<file path="config.mk">
export PLATFORM = sky130hd
export DESIGN_NAME = sysctl_portb
export DESIGN_NICKNAME = d
export VERILOG_FILES = /design/src/rtl/portb_pkg.sv /design/src/rtl/portb_sync.sv /design/src/rtl/portb_fall_toggle.sv /design/src/rtl/portb_sticky_flag.sv /design/src/rtl/sysctl_portb.sv
export SDC_FILE = /design/constraint.sdc
export NUM_CORES = 1
export LEC_CHECK = 0
export ABC_CLOCK_PERIOD_IN_PS = 1200
export CORE_AREA = 2 2 41 43
export DETAILED_ROUTE_END_ITERATION = 16
export DIE_AREA = 0 0 43 45
export DONT_BUFFER_PORTS = 1
export PLACE_DENSITY_LB_ADDON = 0.15
export SYNTH_ARGS = -nofsm -noshare
export SYNTH_HDL_FRONTEND = slang
export SYNTH_SLANG_ARGS = --single-unit
</file>
<file path="constraint.sdc">
create_clock -name clk -period 1.2 [get_ports clk]
set_clock_uncertainty 0.1 [all_clocks]
set_input_delay 0.12 -clock clk [delete_from_list [all_inputs] [get_ports clk]]
set_output_delay 0.12 -clock clk [all_outputs]
set_load 0.02 [all_outputs]
</file>
<file path="src/rtl/portb_pkg.sv">
// Package: shared bit positions, control layout and reset value for the
// legacy Port B register. Assumes an 8-bit register with 4 control bits.
package portb_pkg;
    localparam int unsigned REG_W    = 8;
    localparam int unsigned CTRL_W   = 4;
    localparam int unsigned BIT_TOG  = 4;
    localparam int unsigned BIT_OUT2 = 5;
    localparam int unsigned BIT_IOF  = 6;
    localparam int unsigned BIT_PCIF = 7;
    localparam int unsigned N_ERR    = 2;
    localparam int unsigned ERR_PCI  = 0;
    localparam int unsigned ERR_IOCK = 1;

    // Control bits in register order 3:0.
    typedef struct packed {
        logic io_mask;   // bit 3: 1 ignores I/O-check
        logic pci_mask;  // bit 2: 1 ignores PCI errors
        logic spk_en;    // bit 1: pass counter 2 to speaker
        logic gate2;     // bit 0: counter 2 gate
    } ctrl_t;

    localparam ctrl_t CTRL_RST = '{io_mask: 1'b1, pci_mask: 1'b1, spk_en: 1'b0, gate2: 1'b0};
endpackage

</file>
<file path="src/rtl/portb_sync.sv">
// Module: multi-stage flop synchronizer for a bundle of asynchronous bits.
// Assumes the bits are independent levels; no coherence between them is kept.
module portb_sync #(
    parameter int unsigned W      = 2,
    parameter int unsigned STAGES = 2
) (
    input  logic         clk,
    input  logic         rst_n,
    input  logic [W-1:0] async_i,
    output logic [W-1:0] sync_o
);
    logic [W-1:0] stage_q [STAGES];

    // Shift the inputs through the synchronizer chain.
    always_ff @(posedge clk) begin
        if (!rst_n) begin
            for (int i = 0; i < int'(STAGES); i++) stage_q[i] <= '0;
        end else begin
            stage_q[0] <= async_i;
            for (int i = 1; i < int'(STAGES); i++) stage_q[i] <= stage_q[i-1];
        end
    end

    assign sync_o = stage_q[STAGES-1];
endmodule

</file>
<file path="src/rtl/portb_fall_toggle.sv">
// Module: detects falling edges of a synchronized level and flips a bit on each.
// Assumes the input is already synchronous to clk.
module portb_fall_toggle (
    input  logic clk,
    input  logic rst_n,
    input  logic level_i,
    output logic tog_o
);
    logic prev_q;
    logic fall;

    assign fall = prev_q && !level_i;

    // Keep the previous sample for edge detection.
    always_ff @(posedge clk) begin
        if (!rst_n) prev_q <= 1'b0;
        else        prev_q <= level_i;
    end

    // Invert the toggle bit on each detected falling edge.
    always_ff @(posedge clk) begin
        if (!rst_n)    tog_o <= 1'b0;
        else if (fall) tog_o <= !tog_o;
    end

    assert_tog_only_on_fall_R7: assert property (@(posedge clk) disable iff (!rst_n)
        !$stable(tog_o) |-> $past(fall));
endmodule

</file>
<file path="src/rtl/portb_sticky_flag.sv">
// Module: sticky error flag. Sets on an unmasked error, clears on request;
// clear has priority. Assumes set_i is synchronous to clk.
module portb_sticky_flag (
    input  logic clk,
    input  logic rst_n,
    input  logic set_i,
    input  logic mask_i,
    input  logic clr_i,
    output logic flag_o
);
    // Hold, set or clear the flag.
    always_ff @(posedge clk) begin
        if (!rst_n)                 flag_o <= 1'b0;
        else if (clr_i)             flag_o <= 1'b0;
        else if (set_i && !mask_i)  flag_o <= 1'b1;
    end

    assert_clear_wins_R9: assert property (@(posedge clk) disable iff (!rst_n)
        clr_i |=> !flag_o);
    assert_sticky_hold_R8: assert property (@(posedge clk) disable iff (!rst_n)
        (flag_o && !clr_i) |=> flag_o);
    assert_set_needs_unmasked_R10: assert property (@(posedge clk) disable iff (!rst_n)
        $rose(flag_o) |-> $past(set_i && !mask_i));
endmodule

</file>
<file path="src/rtl/sysctl_portb.sv">
// Module: legacy Port B status/control register with speaker gating, timer
// observation and sticky error flags driving an NMI request.
// Assumes error inputs are synchronous to clk; timer outputs are asynchronous.
module sysctl_portb #(
    parameter int unsigned       ADDR_W      = 16,
    parameter logic [ADDR_W-1:0] PORT_ADDR   = 16'h0061,
    parameter int unsigned       SYNC_STAGES = 2
) (
    input  logic              clk,
    input  logic              rst_n,
    input  logic [ADDR_W-1:0] io_addr,
    input  logic              io_wr_en,
    input  logic [7:0]        io_wdata,
    input  logic              io_rd_en,
    output logic [7:0]        io_rdata,
    input  logic              pci_err_pulse,
    input  logic              iochk_err,
    input  logic              tmr_out1,
    input  logic              tmr_out2,
    output logic              tmr_gate2,
    output logic              spkr_out,
    output logic              nmi_req
);
    import portb_pkg::*;

    localparam int unsigned TMR_N = 2;

    ctrl_t              ctrl_q;
    logic               sel;
    logic               wr_hit;
    logic [TMR_N-1:0]   tmr_sync;
    logic               out1_s;
    logic               out2_s;
    logic               tog;
    logic [N_ERR-1:0]   err_in;
    logic [N_ERR-1:0]   err_mask;
    logic [N_ERR-1:0]   err_clr;
    logic [N_ERR-1:0]   err_flag;
    logic [3:0]         unused_wdata_hi;

    assign sel             = (io_addr == PORT_ADDR);
    assign wr_hit          = io_wr_en && sel;
    assign unused_wdata_hi = io_wdata[7:4];

    // Load the control bits on a decoded write.
    always_ff @(posedge clk) begin
        if (!rst_n)      ctrl_q <= CTRL_RST;
        else if (wr_hit) ctrl_q <= ctrl_t'(io_wdata[CTRL_W-1:0]);
    end

    portb_sync #(.W(TMR_N), .STAGES(SYNC_STAGES)) u_tmr_sync (
        .clk     (clk),
        .rst_n   (rst_n),
        .async_i ({tmr_out2, tmr_out1}),
        .sync_o  (tmr_sync)
    );
    assign out1_s = tmr_sync[0];
    assign out2_s = tmr_sync[1];

    portb_fall_toggle u_tog (
        .clk     (clk),
        .rst_n   (rst_n),
        .level_i (out1_s),
        .tog_o   (tog)
    );

    // Error source mapping: index 0 PCI, index 1 I/O-check.
    assign err_in[ERR_PCI]    = pci_err_pulse;
    assign err_mask[ERR_PCI]  = ctrl_q.pci_mask;
    assign err_clr[ERR_PCI]   = wr_hit && io_wdata[2];
    assign err_in[ERR_IOCK]   = iochk_err;
    assign err_mask[ERR_IOCK] = ctrl_q.io_mask;
    assign err_clr[ERR_IOCK]  = wr_hit && io_wdata[3];

    for (genvar g = 0; g < int'(N_ERR); g++) begin : g_err
        portb_sticky_flag u_flag (
            .clk    (clk),
            .rst_n  (rst_n),
            .set_i  (err_in[g]),
            .mask_i (err_mask[g]),
            .clr_i  (err_clr[g]),
            .flag_o (err_flag[g])
        );
    end

    assign tmr_gate2 = ctrl_q.gate2;
    assign spkr_out  = ctrl_q.spk_en && out2_s;
    assign nmi_req   = |err_flag;

    // Assemble read data; zero when not addressed.
    always_comb begin
        io_rdata = '0;
        if (io_rd_en && sel)
            io_rdata = {err_flag[ERR_PCI], err_flag[ERR_IOCK], out2_s, tog, ctrl_q};
    end

    assert_gate_follows_write_R4: assert property (@(posedge clk) disable iff (!rst_n)
        wr_hit |=> (tmr_gate2 == $past(io_wdata[0])));
    assert_spkr_muted_R5: assert property (@(posedge clk) disable iff (!rst_n)
        (wr_hit && !io_wdata[1]) |=> !spkr_out);
    assert_nmi_source_R11: assert property (@(posedge clk) disable iff (!rst_n)
        $rose(nmi_req) |-> $past((pci_err_pulse && !ctrl_q.pci_mask) ||
                                 (iochk_err && !ctrl_q.io_mask)));
endmodule

</file>
==> out/results.ini, run 1 <==
[setup_path]
critPathMaxStageDelay_ns=0.31
worstPathArrival_ns=1.00
worstSetupPathType=in -> out
crit_buf_inv=0
worstPathMaxFanout=8
worst_setup_path_start_kind=primary input
worstPathRequired_ns=0.98
path_cells=nor4b_4 -> nand4_4 -> nor2_4 -> and2_2
worst_setup_path_end_kind=output pin
critPathTopFamily=simple AND/OR/NAND/NOR gates
slowest_stage=nor4b_4

[global_routing]
antenna_found_initial=0
grt_max_degree=15
first_global_vias=380
grt_pass1_wl_mm=1.66
overflow=0
grt_usage=0.123

[route]
detailedRoute.firstIterationViolations=3
highest_layer=met3
firstDrtPassIters=4
drt-total-wl_mm=1.04
drt-wirelength-per-cell_um=12.0
drt-met1-wl_um=458
avgViaCountPerCell=4.86
dr_wl_met3_um=105
drtAntennaViolNets=0
via_count=423
drcViolationCount=0
wl_met2_um=478

[synth]
synth_most_common_cell=and2_1
synth_edf_count=0
yosysSeqAreaShare=0.387
synthArstFlopShare=0
syn_avg_cell_area_um2=10.3
syn_inst=60
synth.top_cell.area_share=0.387
synthesis.nets=92
synth_area_um2=621
synthFlopType=dfxtp_1
yosys_warnings=0
synth_common_cells=15 x and2_1, 12 x dfxtp_1, 4 x inv_1, 4 x nand2_1, 4 x o21ai_0
ys_types=18
ys_ff_latch=12
yosys.area.top_type=dfxtp_1
synth_area_leaders=dfxtp_1 39%, and2_1 15%, nor4b_4 11%, nor2_4 3.6%, nand4_4 3.4%

[floorplan]
die_area_um2=1940
core_um2=1470
rows=14
fp.dieH_um=45
die_w_um=43
start_util=0.422
num_io_pins=43

[min_path]
hold_class=in -> reg

[clock_network]
clk_latency_ns=0.26
cts-root-buf=clkbuf_4
cts_tree=yes
cts_buffers=3
clock_path_buffers=2
cts-htree-levels=1
clock_sinks=12
path_clk_slew_ns=0.07

[timing]
fin_crit_sh=1.02
slew_viol_final=0
rsz0062_at_grt=true
setup_viol=8
setup_ws_ns=-0.0215
worst_pin_slew_ns=0.429
timing.final.hold_violations=0
max-slew-margin-rel=0.713
fin_setup_tns_ns=-0.153
finalCriticalPeriod_ns=1.22
max_freq_mhz=819

[final_layout]
seqCellArea_um2=240
nets=105
multiInputGateArea_um2=372
n_fill_cell=145
drive_above_1_share=0.324
stdcell_count=87
area_delta_synth_final_pct=21.6
postLayoutCellArea_um2=754
diodes=0

[pwr]
leakagePower_nw=0.306
p_seq_frac=0.590
p_sw_frac=0.196
p_per_area_nw_per_um2=918
peakVddDrop_uv=726
p_sw_w=0.000136
power_frac_clock=0.331
internal_power_w=0.000557
comb_power_share=0.079

[status]
failed_checks=setup timing
status=finished, violations left

[placed_design]
gp_congestion=0.649
post-place-ws_ns=-0.0712
dpl_cell_area_um2=662
dp_hpwl_um=799
port_buffers=0
dp.cells=77

[job]
max_cap_violations=0

[placed cells by master, fill, tap and decap left out, drive strengths merged]
cell type    instances
nor4                 1
mux2i                2
dlygate4sd3          7
or2                  1
xnor2                1
o21ai                4
inv                  4
and2                15
nor2b                2
nor4b                3
nor3                 2
nand2b               1
nand4                1
clkbuf               3
nand2                4
buf                  2
nor2                 4
dfxtp               12
nand3b               2
[worst min-delay path, delay by kind of cell]
family,cells,cell delay [ns]
AO/OA/AOI/OAI,1,0.07
AND/OR/NAND/NOR,2,0.18
[final timing paths]
path | to | depth (start not counted) | from | slack [ns]
worst max-delay path | io_rdata[7] | 4 | io_addr[3] | -0.02
worst min-delay path | g_err[1].u_flag.flag_o$_SDFFE_PP0P_ | 3 | iochk_err | 0.04
worst max register to register | u_tog.tog_o$_SDFFE_PN0P_ | 3 | u_tmr_sync.stage_q[0][2]$_SDFF_PN0_ | 0.30
worst min register to register | u_tmr_sync.stage_q[0][2]$_SDFF_PN0_ | 1 | u_tmr_sync.stage_q[0][0]$_SDFF_PN0_ | 0.33
[sequential cells by signal, indices dropped and copies added (netlist names)]
signal and cells:
tmr_gate2 1, ctrl_q 3, g_err.u_flag.flag_o 2, u_tog.tog_o 1, u_tmr_sync.stage_q 4, u_tog.prev_q 1
[logic make-up after synthesis]
family / count (synthesis) / synth area share
muxes: 2 / 0.0323
and+or+nand+nor: 36 / 0.504
xor gates and xnor gates: 1 / 0.0141
AOI/OAI and AO/OA: 4 / 0.0323
buffers and inverters: 5 / 0.0302
DFF: 12 / 0.387
[metrics by stage]
step                hold WS, ns   util  power [W]
floorplan                 0.147      -   0.000450
global placement          0.110  0.450   0.000449
detailed placement        0.113  0.450   0.000450
CTS                      0.0313  0.513   0.000705
global route             0.0634  0.513   0.000734
finish                   0.0388  0.513   0.000693
[metal layers]
metal | track usage | up-vias
met5 | 0 | -
met4 | 0.0545 | 0
met3 | 0.0680 | 0
met2 | 0.185 | 24
met1 | 0.144 | 179
li1 | - | 220
[layout make-up]
| class | count | area share |
|---|---|---|
| tap | 16 | 0.0265 |
| timing repair buffer | 9 | 0.113 |
| clock buffer | 3 | 0.0299 |
| multi-input combinational | 43 | 0.493 |
| sequential | 12 | 0.318 |
| inverter | 4 | 0.0199 |
[power groups by stage]
stage,Sequential (W),Combinational (W),Clock [W]
floorplan,0.000417,0.0000328,0
global placement,0.000418,0.0000311,0
detailed placement,0.000418,0.0000315,0
CTS,0.000409,0.0000550,0.000241
global route,0.000409,0.0000595,0.000265
finish,0.000409,0.0000544,0.000230
[repair_timing]
action                                 in CTS  in global routing
hold buffers                                7                  0
gates resized for setup                     0                  0
setup buffers                               0                  0
setup endpoints to repair                   8                  8
endpoints found under the hold margin      12                  0
Power figures use the tool's default switching activity.
==> run 2: changes to the inputs <==
--- a/config.mk
+++ b/config.mk
@@ -5,7 +5,7 @@
 export SDC_FILE = /design/constraint.sdc
 export NUM_CORES = 1
 export LEC_CHECK = 0
-export ABC_CLOCK_PERIOD_IN_PS = 1200
+export ABC_CLOCK_PERIOD_IN_PS = 1100
 export CORE_AREA = 2 2 41 43
 export DETAILED_ROUTE_END_ITERATION = 16
 export DIE_AREA = 0 0 43 45
==> constraint.sdc (replaced) <==
create_clock -name clk -period 1.1 [get_ports clk]
set_clock_uncertainty 0.1 [all_clocks]
set_input_delay 0.11 -clock clk [delete_from_list [all_inputs] [get_ports clk]]
set_output_delay 0.11 -clock clk [all_outputs]
set_load 0.02 [all_outputs]
==> out/results.ini, run 2 (synthesis gave the netlist of run 1 again) <==
[status]
status=finished, violations left
failed_checks=setup timing

[setup_path]
worstPathRequired_ns=0.89
worstSetupPathType=in -> out
worst_setup_path_start_kind=primary input
worstPathArrival_ns=0.99
worstPathMaxFanout=8
worst_setup_path_end_kind=output pin

[placed_design]
post-place-ws_ns=-0.134
gp_congestion=0.667
port_buffers=0
dp_hpwl_um=807

[clock_network]
cts_buffers=3
clock_sinks=12
clk_latency_ns=0.26
clock_path_buffers=2
path_clk_slew_ns=0.07
cts_tree=yes
cts-htree-levels=1
cts-root-buf=clkbuf_4

[timing]
max_freq_mhz=835
fin_crit_sh=1.09
setup_ws_ns=-0.0970
rsz0062_at_grt=true
worst_pin_slew_ns=0.392
setup_viol=8
finalCriticalPeriod_ns=1.20
max-slew-margin-rel=0.739
slew_viol_final=0
timing.final.hold_violations=0

[global_routing]
antenna_found_initial=0
overflow=0
grt_pass1_wl_mm=1.71
grt_usage=0.119
grt_max_degree=15
first_global_vias=405

[final_layout]
fin_util=0.538
largest_reg_flops=4
diodes=0
area_delta_synth_final_pct=27.6
nets=107
reg.largest.list=u_tmr_sync.stage_q x4, ctrl_q x3, g_err.u_flag.flag_o x2
max_flop_register=u_tmr_sync.stage_q
final_common_cell=dfxtp_1
n_fill_cell=149
final_cell_mix=11 x dfxtp_1, 8 x and2_2, 6 x and2_1, 6 x dlygate4sd3_1
drive_above_1_share=0.378

[route]
firstDrtPassIters=2
drt-total-wl_mm=1.03
via_count=434
drtAntennaViolNets=0
avgViaCountPerCell=4.82
detailedRoute.firstIterationViolations=3
drcViolationCount=0
drt-wirelength-per-cell_um=11.5

[floorplan]
die_w_um=43
die_area_um2=1940
num_io_pins=43
start_util=0.422
fp.dieH_um=45
rows=14
core_um2=1470

[pwr]
peakVddDrop_uv=605
leakagePower_nw=0.331
p_per_area_nw_per_um2=1060

[job]
max_cap_violations=0

[min_path]
hold_class=in -> reg

==> run 2: cell count changes in the layout (fill, tap and decap cells not counted) <==
cell,change
buf_4,+2
and2_1,-1
and2_4,+1
clkbuf_8,+1
dfxtp_1,-1
dfxtp_2,+1
dlygate4sd3_1,-1
dlymetal6s4s_1,+1
o21ai_0,-1
o21ai_1,+1
or2_2,-1
or2_4,+1
==> run 2: worst max-delay path, stage by stage <==
cell and delay [ns]:
nor4b_4 0.30, nand4_4 0.14, nor2_4 0.18, and2_2 0.24
==> run 2: through the flow <==
| stage | power [W] | TNS [ns] | hold WS (ns) | instances | area, um2 |
|---|---|---|---|---|---|
| after floorplan | 0.000491 | -0.601 | 0.137 | 60 | 631 |
| after global placement | 0.000490 | -1.48 | 0.101 | 78 | 669 |
| after detailed placement | 0.000491 | -1.58 | 0.103 | 78 | 669 |
| after CTS | 0.000857 | -0.951 | 0.0196 | 89 | 778 |
| after global routing | 0.000886 | -1.44 | 0.0618 | 90 | 792 |
| final | 0.000842 | -0.679 | 0.0256 | 90 | 792 |
==> run 2: worst paths after layout <==
check                                      startpoint                                  end  slack [ns]  depth (start not counted)
setup / recovery                           io_addr[3]                          io_rdata[2]        -0.1                          4
hold / removal                          pci_err_pulse  g_err[0].u_flag.flag_o$_SDFFE_PP0P_        0.03                          3
setup reg to reg  u_tmr_sync.stage_q[0][2]$_SDFF_PN0_             u_tog.tog_o$_SDFFE_PN0P_        0.20                          3
hold reg to reg   u_tmr_sync.stage_q[0][0]$_SDFF_PN0_  u_tmr_sync.stage_q[0][2]$_SDFF_PN0_        0.33                          1
==> run 2: metal layers <==
layer / vias to the layer above / track usage / wire length (um)
met5: - / 0 / 0
met4: 0 / 0.0545 / 0
met3: 0 / 0.0400 / 102
met2: 20 / 0.179 / 480
met1: 189 / 0.156 / 450
li1: 225 / - / -
==> run 2: what timing repair did <==
action                                 CTS  global route
buffers inserted                         0             1
pin swaps                                0             2
cloned                                   0             0
gates resized for setup                  1             5
hold buffers                             7             0
endpoints found under the hold margin   12             0
setup endpoints to repair                9            14
==> run 2: cell type report <==
class                           count  area, um2  area share
Multi-Input combinational cell     43        377       0.476
Sequential cell                    12        241       0.305
Timing Repair Buffer               11        103       0.130
Clock buffer                        4       36.3      0.0458
Tap cell                           16       20.0      0.0253
Inverter                            4       15.0      0.0190
==> run 2: where the power goes <==
group | switching (W) | leakage, nW | internal, W
Clock | 0.000136 | 0.0210 | 0.000201
Sequential | 0.00000247 | 0.0983 | 0.000443
Combinational | 0.0000212 | 0.212 | 0.0000382
==> run 3: changes to the inputs <==
--- a/config.mk
+++ b/config.mk
@@ -5,6 +5,7 @@
 export SDC_FILE = /design/constraint.sdc
 export NUM_CORES = 1
 export LEC_CHECK = 0
+export ABC_AREA = 1
 export ABC_CLOCK_PERIOD_IN_PS = 1100
 export CORE_AREA = 2 2 41 43
 export DETAILED_ROUTE_END_ITERATION = 16
==> out/results.ini, run 3 <==
[placed_design]
port_buffers=0
dp_hpwl_um=991
post-place-ws_ns=-0.0346
gp_congestion=0.687

[synth]
synth_most_common_cell=nor2_1
synthFlopType=dfxtp_1
synth_common_cells=26 x nor2_1, 25 x nand2_1, 23 x inv_1, 12 x dfxtp_1, 5 x nor2_2
syn_avg_cell_area_um2=6.04
synth_edf_count=0
syn_inst=104
yosysSeqAreaShare=0.382
synth_area_leaders=dfxtp_1 38%, nor2_1 16%, nand2_1 15%, inv_1 14%, nor2_2 5.0%
synth.top_cell.area_share=0.382
yosys.area.top_type=dfxtp_1
synthArstFlopShare=0
synthesis.nets=136
yosys_warnings=0
ys_types=11
ys_ff_latch=12
synth_area_um2=628

[global_routing]
grt_usage=0.163
first_global_vias=597
overflow=0
antenna_found_initial=0
grt_max_degree=13
grt_pass1_wl_mm=2.37

[setup_path]
worst_setup_path_end_kind=output pin
critPathMaxStageDelay_ns=0.34
path_cells=inv_2 -> nor2_1 -> buf_4
critPathTopFamily=flip-flops
worst_setup_path_start_kind=register
worstPathArrival_ns=0.88
crit_buf_inv=2
worstPathMaxFanout=2
worstSetupPathType=reg -> out
worstPathRequired_ns=0.89
slowest_stage=dfxtp_2

[final_layout]
max_flop_register=u_tmr_sync.stage_q
n_fill_cell=142
nets=162
diodes=0
final_common_cell=nand2_1
area_delta_synth_final_pct=49.6
largest_reg_flops=4
drive_above_1_share=0.403
fin_util=0.639
reg.largest.list=u_tmr_sync.stage_q x4, ctrl_q x3, g_err.u_flag.flag_o x2
final_cell_mix=23 x nand2_1, 17 x nor2_1, 13 x inv_1

[clock_network]
clock_path_buffers=2
cts-htree-levels=1
clock_sinks=12
cts_tree=yes
clk_latency_ns=0.26
path_clk_slew_ns=0.07
cts_buffers=3
cts-root-buf=clkbuf_4

[pwr]
leakagePower_nw=0.469
power_frac_clock=0.390
p_seq_frac=0.511
p_sw_w=0.000183
internal_power_w=0.000690
peakVddDrop_uv=944
comb_power_share=0.099
p_per_area_nw_per_um2=929
p_sw_frac=0.210
power_w=0.000873

[timing]
fin_setup_tns_ns=0
worst_pin_slew_ns=0.436
finalCriticalPeriod_ns=1.09
setup_viol=0
max_freq_mhz=921
slew_viol_final=0
setup_ws_ns=0.0146
fin_crit_sh=0.987
timing.final.hold_violations=0
rsz0062_at_grt=true
max-slew-margin-rel=0.709

[route]
firstDrtPassIters=5
drt-wirelength-per-cell_um=9.79
drtAntennaViolNets=0
avgViaCountPerCell=4.58
drcViolationCount=0
via_count=664
drt-total-wl_mm=1.42
detailedRoute.firstIterationViolations=5

[floorplan]
fp.dieH_um=45
num_io_pins=43
rows=14
die_w_um=43
core_um2=1470
die_area_um2=1940
start_util=0.427

[status]
status=completed

[job]
max_cap_violations=0

[min_path]
hold_class=in -> reg

[run 3: cell types whose count changed after synthesis, moves of 4 or more]
cell,before,now
and2_1,15,0
inv_1,4,23
nand2_1,4,25
nand4_1,0,4
nor2_1,2,26
nor2_2,0,5
[run 3: final timing paths]
path | startpoint | endpoint | slack [ns] | cells after the start
setup / recovery | ctrl_q[1]$_SDFFE_PN0N_ | io_rdata[1] | 0.01 | 3
hold / removal | io_addr[3] | ctrl_q[1]$_SDFFE_PN0N_ | 0.09 | 6
setup reg to reg | u_tmr_sync.stage_q[0][2]$_SDFF_PN0_ | u_tog.tog_o$_SDFFE_PN0P_ | 0.29 | 4
hold reg to reg | u_tmr_sync.stage_q[0][1]$_SDFF_PN0_ | u_tmr_sync.stage_q[0][3]$_SDFF_PN0_ | 0.31 | 2
[run 3: cell families (layout without fill, tap and decap cells)]
family	count (synthesis)	after routing	share of synthesized area
AO/OA/AOI/OAI	4	4	0.0319
buffers and inverters	24	49	0.143
flip-flops	12	12	0.382
AND/OR/NAND/NOR	64	64	0.442
[run 3: per-layer routing]
| metal | part of all wire | vias to the layer above | GRT usage |
|---|---|---|---|
| met1 | 0.41 | 288 | 0.204 |
| met5 | 0 | - | 0 |
| li1 | - | 357 | - |
| met3 | 0.073 | 0 | 0.0600 |
| met4 | 0 | 0 | 0.0182 |
| met2 | 0.51 | 19 | 0.279 |
[run 3: area by class of cell]
class	count	area [um2]	area share
flip-flops and latches	12	250	0.266
well taps	16	20.0	0.0213
multi-input cells	68	343	0.365
inverters	23	86.3	0.0919
clock buffers	4	36.3	0.0386
repair buffers	22	204	0.217
[run 3: stage by stage]
stage	instances	hold slack [ns]	area, um2
floorplan	104	0.108	628
global placement	129	0.0981	719
detailed placement	129	0.101	719
CTS	144	0.0907	883
global route	145	0.119	940
finish	145	0.0918	940
[run 3: power groups by stage]
stage | registers (W) | clock network, W | logic, W
2_1_floorplan | 0.000455 | 0 | 0.0000389
3_3_place_gp | 0.000456 | 0 | 0.0000387
6_report | 0.000446 | 0.000341 | 0.0000864
4_1_cts | 0.000445 | 0.000353 | 0.0000773
3_5_place_dp | 0.000456 | 0 | 0.0000401
5_1_grt | 0.000447 | 0.000373 | 0.0000983
[run 3: what timing repair did]
action	4_1_cts	5_1_grt
pin swaps	1	10
hold buffers	10	0
resized for setup	10	26
setup buffers	1	1
setup endpoints to repair	8	9
hold endpoints to repair	12	0
[run 3: worst min-delay path, stage by stage]
cell and delay [ns]:
nor2_1 0.02, nand2_1 0.06, nor2_2 0.05, nand4_1 0.07, nand2_1 0.05, nor2_1 0.07
